## src/rtl/rx_slot_pkg.sv

```systemverilog
`timescale 1ns/1ps
package rx_slot_pkg;
  // Strobes from control to datapath for one clock edge
  typedef struct packed {
    logic primFromIn;   // load visible location from incoming payload
    logic primFromBuf;  // load visible location from backing location
    logic bufFromIn;    // load backing location from incoming payload
  } slotStrobes_t;
endpackage

```

## src/rtl/rx_slot_ctrl.sv

```systemverilog
`timescale 1ns/1ps
module rx_slot_ctrl
  import rx_slot_pkg::*;
#(
  parameter int SLOT_DEPTH = 2
) (
  input  logic         clk,
  input  logic         rstN,
  input  logic         msgWrite,
  input  logic         hostRelease,
  input  logic         overwriteEn,
  input  logic         ovrClear,
  output slotStrobes_t strb,
  output logic         primValid,
  output logic         overrunFlag
);
  localparam bit HAS_BUF = (SLOT_DEPTH > 1);

  logic primValidQ, bufValidQ, overrunQ;
  logic primAfterRel, bufAfterRel, slotFull, lossEvent;
  slotStrobes_t strbC;

  // Release and refill are resolved first, then the arrival is placed
  always_comb begin
    primAfterRel = primValidQ;
    bufAfterRel  = bufValidQ;
    strbC        = '0;
    lossEvent    = 1'b0;
    if (hostRelease && primValidQ) begin
      strbC.primFromBuf = bufValidQ;
      primAfterRel      = bufValidQ;
      bufAfterRel       = 1'b0;
    end
    slotFull = HAS_BUF ? bufAfterRel : primAfterRel;
    if (msgWrite) begin
      if (!primAfterRel) begin
        strbC.primFromIn = 1'b1;
      end else if (!slotFull) begin
        strbC.bufFromIn = 1'b1;
      end else begin
        lossEvent = 1'b1;
        if (overwriteEn) begin
          if (HAS_BUF) strbC.bufFromIn  = 1'b1;
          else         strbC.primFromIn = 1'b1;
        end
      end
    end
  end

  always_ff @(posedge clk or negedge rstN) begin
    if (!rstN) begin
      primValidQ <= 1'b0;
      overrunQ   <= 1'b0;
    end else begin
      primValidQ <= primAfterRel | strbC.primFromIn;
      if (lossEvent)     overrunQ <= 1'b1;
      else if (ovrClear) overrunQ <= 1'b0;
    end
  end

  generate
    if (HAS_BUF) begin : g_bufValid
      always_ff @(posedge clk or negedge rstN) begin
        if (!rstN) bufValidQ <= 1'b0;
        else       bufValidQ <= bufAfterRel | strbC.bufFromIn;
      end
    end else begin : g_noBufValid
      assign bufValidQ = 1'b0;
    end
  endgenerate

  assign strb        = strbC;
  assign primValid   = primValidQ;
  assign overrunFlag = overrunQ;

  // backing location is only occupied behind an occupied visible location
  p_buf_needs_prim_r3: assert property (@(posedge clk) disable iff (!rstN)
    bufValidQ |-> primValidQ);
  // a write into an empty visible location makes it valid
  p_empty_write_valid_r2: assert property (@(posedge clk) disable iff (!rstN)
    (!primValidQ && msgWrite) |=> primValidQ);
  // refill keeps the visible location valid
  p_refill_keeps_valid_r4: assert property (@(posedge clk) disable iff (!rstN)
    (hostRelease && bufValidQ) |=> primValidQ);
  // a release with nothing waiting empties the slot
  p_release_empties_r4: assert property (@(posedge clk) disable iff (!rstN)
    (hostRelease && primValidQ && !bufValidQ && !msgWrite) |=> !primValidQ);
  // a write into a full slot with no release raises the overrun flag
  p_full_write_flags_r7: assert property (@(posedge clk) disable iff (!rstN)
    (msgWrite && !hostRelease && (HAS_BUF ? bufValidQ : primValidQ)) |=> overrunQ);
  // overrun flag is sticky until cleared
  p_overrun_sticky_r7: assert property (@(posedge clk) disable iff (!rstN)
    (overrunQ && !ovrClear) |=> overrunQ);
endmodule

```

## src/rtl/rx_slot_data.sv

```systemverilog
`timescale 1ns/1ps
module rx_slot_data
  import rx_slot_pkg::*;
#(
  parameter int PAYLOAD_W  = 64,
  parameter int SLOT_DEPTH = 2
) (
  input  logic                 clk,
  input  logic                 rstN,
  input  slotStrobes_t         strb,
  input  logic [PAYLOAD_W-1:0] inData,
  output logic [PAYLOAD_W-1:0] primData
);
  logic [PAYLOAD_W-1:0] primDataQ, bufDataQ;

  generate
    if (SLOT_DEPTH > 1) begin : g_bufData
      always_ff @(posedge clk or negedge rstN) begin
        if (!rstN)               bufDataQ <= '0;
        else if (strb.bufFromIn) bufDataQ <= inData;
      end
    end else begin : g_noBufData
      assign bufDataQ = '0;
    end
  endgenerate

  always_ff @(posedge clk or negedge rstN) begin
    if (!rstN)                 primDataQ <= '0;
    else if (strb.primFromBuf) primDataQ <= bufDataQ;
    else if (strb.primFromIn)  primDataQ <= inData;
  end

  assign primData = primDataQ;

  // the two sources of the visible location are never chosen together
  p_one_prim_source_r10: assert property (@(posedge clk) disable iff (!rstN)
    !(strb.primFromBuf && strb.primFromIn));
endmodule

```

## src/rtl/rx_two_deep_slot.sv

```systemverilog
`timescale 1ns/1ps
module rx_two_deep_slot
  import rx_slot_pkg::*;
#(
  parameter int PAYLOAD_W  = 64,
  parameter int SLOT_DEPTH = 2
) (
  input  logic                 clk,
  input  logic                 rstN,
  input  logic                 msgWrite,
  input  logic [PAYLOAD_W-1:0] msgData,
  input  logic                 hostRelease,
  input  logic                 overwriteEn,
  input  logic                 ovrClear,
  output logic [PAYLOAD_W-1:0] primaryData,
  output logic                 primaryValid,
  output logic                 overrunFlag
);
  slotStrobes_t strb;

  rx_slot_ctrl #(.SLOT_DEPTH(SLOT_DEPTH)) ctrl_i (
    .clk(clk), .rstN(rstN), .msgWrite(msgWrite), .hostRelease(hostRelease),
    .overwriteEn(overwriteEn), .ovrClear(ovrClear), .strb(strb),
    .primValid(primaryValid), .overrunFlag(overrunFlag)
  );

  rx_slot_data #(.PAYLOAD_W(PAYLOAD_W), .SLOT_DEPTH(SLOT_DEPTH)) data_i (
    .clk(clk), .rstN(rstN), .strb(strb), .inData(msgData), .primData(primaryData)
  );

  // an arrival without release never disturbs a valid visible message
  p_primary_kept_r5: assert property (@(posedge clk) disable iff (!rstN)
    (primaryValid && msgWrite && !hostRelease && (SLOT_DEPTH > 1 || !overwriteEn))
      |=> $stable(primaryData));
  // releasing an empty slot keeps it empty
  p_idle_release_r11: assert property (@(posedge clk) disable iff (!rstN)
    (!primaryValid && hostRelease && !msgWrite) |=> !primaryValid);
endmodule

```

## config.mk

```make
export PLATFORM = sky130hd
export DESIGN_NAME = rx_two_deep_slot
export DESIGN_NICKNAME = d
export VERILOG_FILES = /design/src/rtl/rx_slot_pkg.sv /design/src/rtl/rx_slot_ctrl.sv /design/src/rtl/rx_slot_data.sv /design/src/rtl/rx_two_deep_slot.sv
export SDC_FILE = /design/constraint.sdc
export NUM_CORES = 1
export LEC_CHECK = 0
export ABC_AREA = 1
export BUFFER_PORTS_ARGS = -buffer_cell sky130_fd_sc_hd__buf_2
export CORE_AREA = 2 2 92 138
export DETAILED_ROUTE_END_ITERATION = 8
export DIE_AREA = 0 0 94 140
export GPL_TIMING_DRIVEN = 0
export PLACE_DENSITY = 0.71
export SLEW_MARGIN = 20
export SYNTH_ARGS = -nofsm -noshare
export SYNTH_HDL_FRONTEND = slang
export SYNTH_HIERARCHICAL = 1
export SYNTH_SLANG_ARGS = --single-unit
```

## constraint.sdc

```tcl
create_clock -name clk -period 2.5 [get_ports clk]
set_input_delay 0.125 -clock clk [delete_from_list [all_inputs] [get_ports clk]]
set_output_delay 0.125 -clock clk [all_outputs]
set_load 0.02 [all_outputs]
```

==> flow_metrics.tcl <==
set metrics [dict create \
    place_hpwl_mm 9.41 \
    p_per_area_mw_per_mm2 991 \
    die_h_um 140 \
    peakVddDrop_v 0.000472 \
    core-area_mm2 0.0120 \
    synthCells 767 \
    end_kind "flip-flop" \
    h-tree-depth 4 \
    synth_seq_area_share 0.557 \
    rsz0062_at_grt "no" \
    path_class "reg -> reg" \
    tightest_slew_ns 0.518 \
    status "complete, no violations" \
    syn_area_per_cell_um2 7.67 \
    synth-compound-area-share 0.0561 \
    worstPathCellList "nand2_1 > nand2_1 > nor2_1 > nor2_1 > buf_4 > clkbuf_1 > o21ai_0" \
    firstDrtPassIters 4 \
    syn-num-nets 837 \
    synthXorXnorAreaFrac 0 \
    power_mw 7.99 \
    slew_viol_final 0 \
    wl_per_cell_um 12.8 \
    leakage_nw 4.52 \
    clk_path_buf_depth 2 \
    path_clk_slew_ns 0.06 \
    grt_pass1_vias 5188 \
    synth-simple-area-share 0.295 \
    finish.instance_area_mm2 0.00806 \
    cts_num_sinks 131 \
    period_share 0.656 \
    wl_mm 14.8 \
    antenna_found_initial 0 \
    timing.fmax_mhz 610 \
    worst_ep_arrival_time_ns 1.90 \
    drc 0 \
    multi_input_comb_area_mm2 0.00207 \
    grtUsageMet3 0.0490 \
    max_cap_viol_count 0 \
    hold_viol 0 \
    start_util 0.492 \
    synth_mux_area_frac 0 \
    hold_slack_ns 0.0329 \
    die_w_um 94 \
    ios 136 \
    drive_gt1_frac 0.206 \
    use_met2 0.388 \
    via_per_inst 4.62 \
    dieArea_mm2 0.0132 \
    cp.required_ns 2.76 \
    ys_ff_latch 131 \
    drt.antenna.violating_nets 0 \
    slew_headroom 0.655 \
    diodes 0 \
    seqCellArea_mm2 0.00328 \
    place_area_mm2 0.00679 \
    syn2layout_area_growth_pct 37.0 \
    drt_iter0_drc 260 \
    setup-violations-final 0 \
    clock_tree.root_cell "clkbuf_16" \
    synth_top_area_share 0.557 \
    skew_ns 0.00660 \
    fin_cells 1154 \
    overflow 0 \
    grt_pass1_wl_mm 24.2 \
    gp_congestion 0.760 \
    clk_latency_ns 0.41 \
    portBuffers 135 \
    slowest_delay_ns 0.43 \
    via_count 5337 \
    synth_cell_types 17 \
    cts_buffers 17 \
    cp_slowest_cell "dfrtp_1" \
    dp.cells 1056 \
    mostFrequentLayoutCell "nand2_1" \
    use_met1 0.299 \
    grt_max_degree 67 \
    synthTopCellsByArea "dfrtp_1, nand2_1, o21ai_0" \
    fin_crit_ns 1.64 \
    hold_path_class "in -> reg" \
    final_cell_mix "nand2_1, buf_2, dfrtp_1" \
    yosysWarningCount 6 \
    cts_setup_buffers 0 \
    synth_top_family_by_area "simple AND/OR/NAND/NOR gates" \
    final_core_util 0.674 \
    syn-cell-area_mm2 0.00588 \
    synthAdderAreaFrac 0 \
    synth_top_cell_by_area "dfrtp_1" \
    fill_cells 1012 \
    startpoint_type "flip-flop" \
    cts_tree "done" \
    placementRows 49 \
    critPathMaxFanout 10 \
    track_usage 0.232 \
    grt-busiest-layer "met2" \
    layout.nets 1059 \
]
-- cell families after synthesis --
family / after synthesis
buffers and inverters: 110
AOI/OAI and AO/OA: 66
and+or+nand+nor: 460
DFF: 131
-- sequential cells by signal, indices dropped and copies added, names as in the netlist --
name and cells:
data_i/primData 64, ctrl_i/bufValidQ 1, ctrl_i/overrunFlag 1, data_i/bufDataQ 64, ctrl_i/primValid 1
-- through the flow --
| stage | setup slack (ns) | setup TNS, ns |
|---|---|---|
| after detailed placement | 0.879 | 0 |
| final | 0.861 | 0 |
| after global placement | -0.511 | -65.66 |
| after global routing | 0.657 | 0 |
| after CTS | 0.847 | 0 |
| after floorplan | 1.04 | 0 |
-- routing by layer --
layer,routed length [um],vias up
met5,0,-
li1,-,2739
met1,6300,2462
met2,7700,120
met3,528,16
met4,226,0
-- area by class of cell --
cell class / count / area share
repair buffers: 203 / 0.172
inverters: 70 / 0.0326
multi-input cells: 526 / 0.256
clock inverters: 12 / 0.0194
plain buffers: 40 / 0.0343
well taps: 153 / 0.0238
flip-flops and latches: 131 / 0.407
clock buffers: 19 / 0.0550
-- cells in the mapped netlist --
master and count:
nand2_1 453, buf_2 14, dfrtp_1 131, clkbuf_8 3, nor2_2 1, buf_6 3, nand3_1 1, a21oi_1 1
o21ai_0 64, clkbuf_1 5, nor2_1 3, buf_4 15, nand4_1 1, inv_2 3, nand2_2 1, o21ai_1 1
inv_1 67
-- path summary, 6_finish.rpt --
kind                       cells past startpoint  slack [ns]                              end                            start
max                                            7        0.86  data_i/bufDataQ[51]$_DFFE_PN0P_       ctrl_i/primValid$_DFF_PN0_
min                                            4        0.03       ctrl_i/primValid$_DFF_PN0_                      hostRelease
max reg2reg                                    7        0.86  data_i/bufDataQ[51]$_DFFE_PN0P_       ctrl_i/primValid$_DFF_PN0_
min reg2reg                                    2        0.47  data_i/primData[47]$_DFFE_PN0P_  data_i/primData[47]$_DFFE_PN0P_
max in group asynchronous                      3        1.55  data_i/bufDataQ[33]$_DFFE_PN0P_                             rstN
min in group asynchronous                      2        0.24   data_i/primData[7]$_DFFE_PN0P_                             rstN
-- report_power, final --
part | switching [mW] | total (mW) | internal (mW)
Clock | 0.922 | 2.51 | 1.59
Sequential | 0.355 | 3.15 | 2.79
Combinational | 1.49 | 2.33 | 0.836
-- timing repair --
| action | in CTS | in global routing |
|---|---|---|
| hold buffers | 67 | 0 |
| gates resized for setup | 0 | 0 |
| endpoints found under the hold margin | 137 | 0 |
-- critical path, delay by kind of cell (launching register included) --
family                 cells  cell delay, ns
DFF                        1            0.43
and+or+nand+nor            4            0.33
AOI/OAI and AO/OA          1            0.19
buffers and inverters      2            0.53
Note: power is estimated with default switching activity, not from simulation.
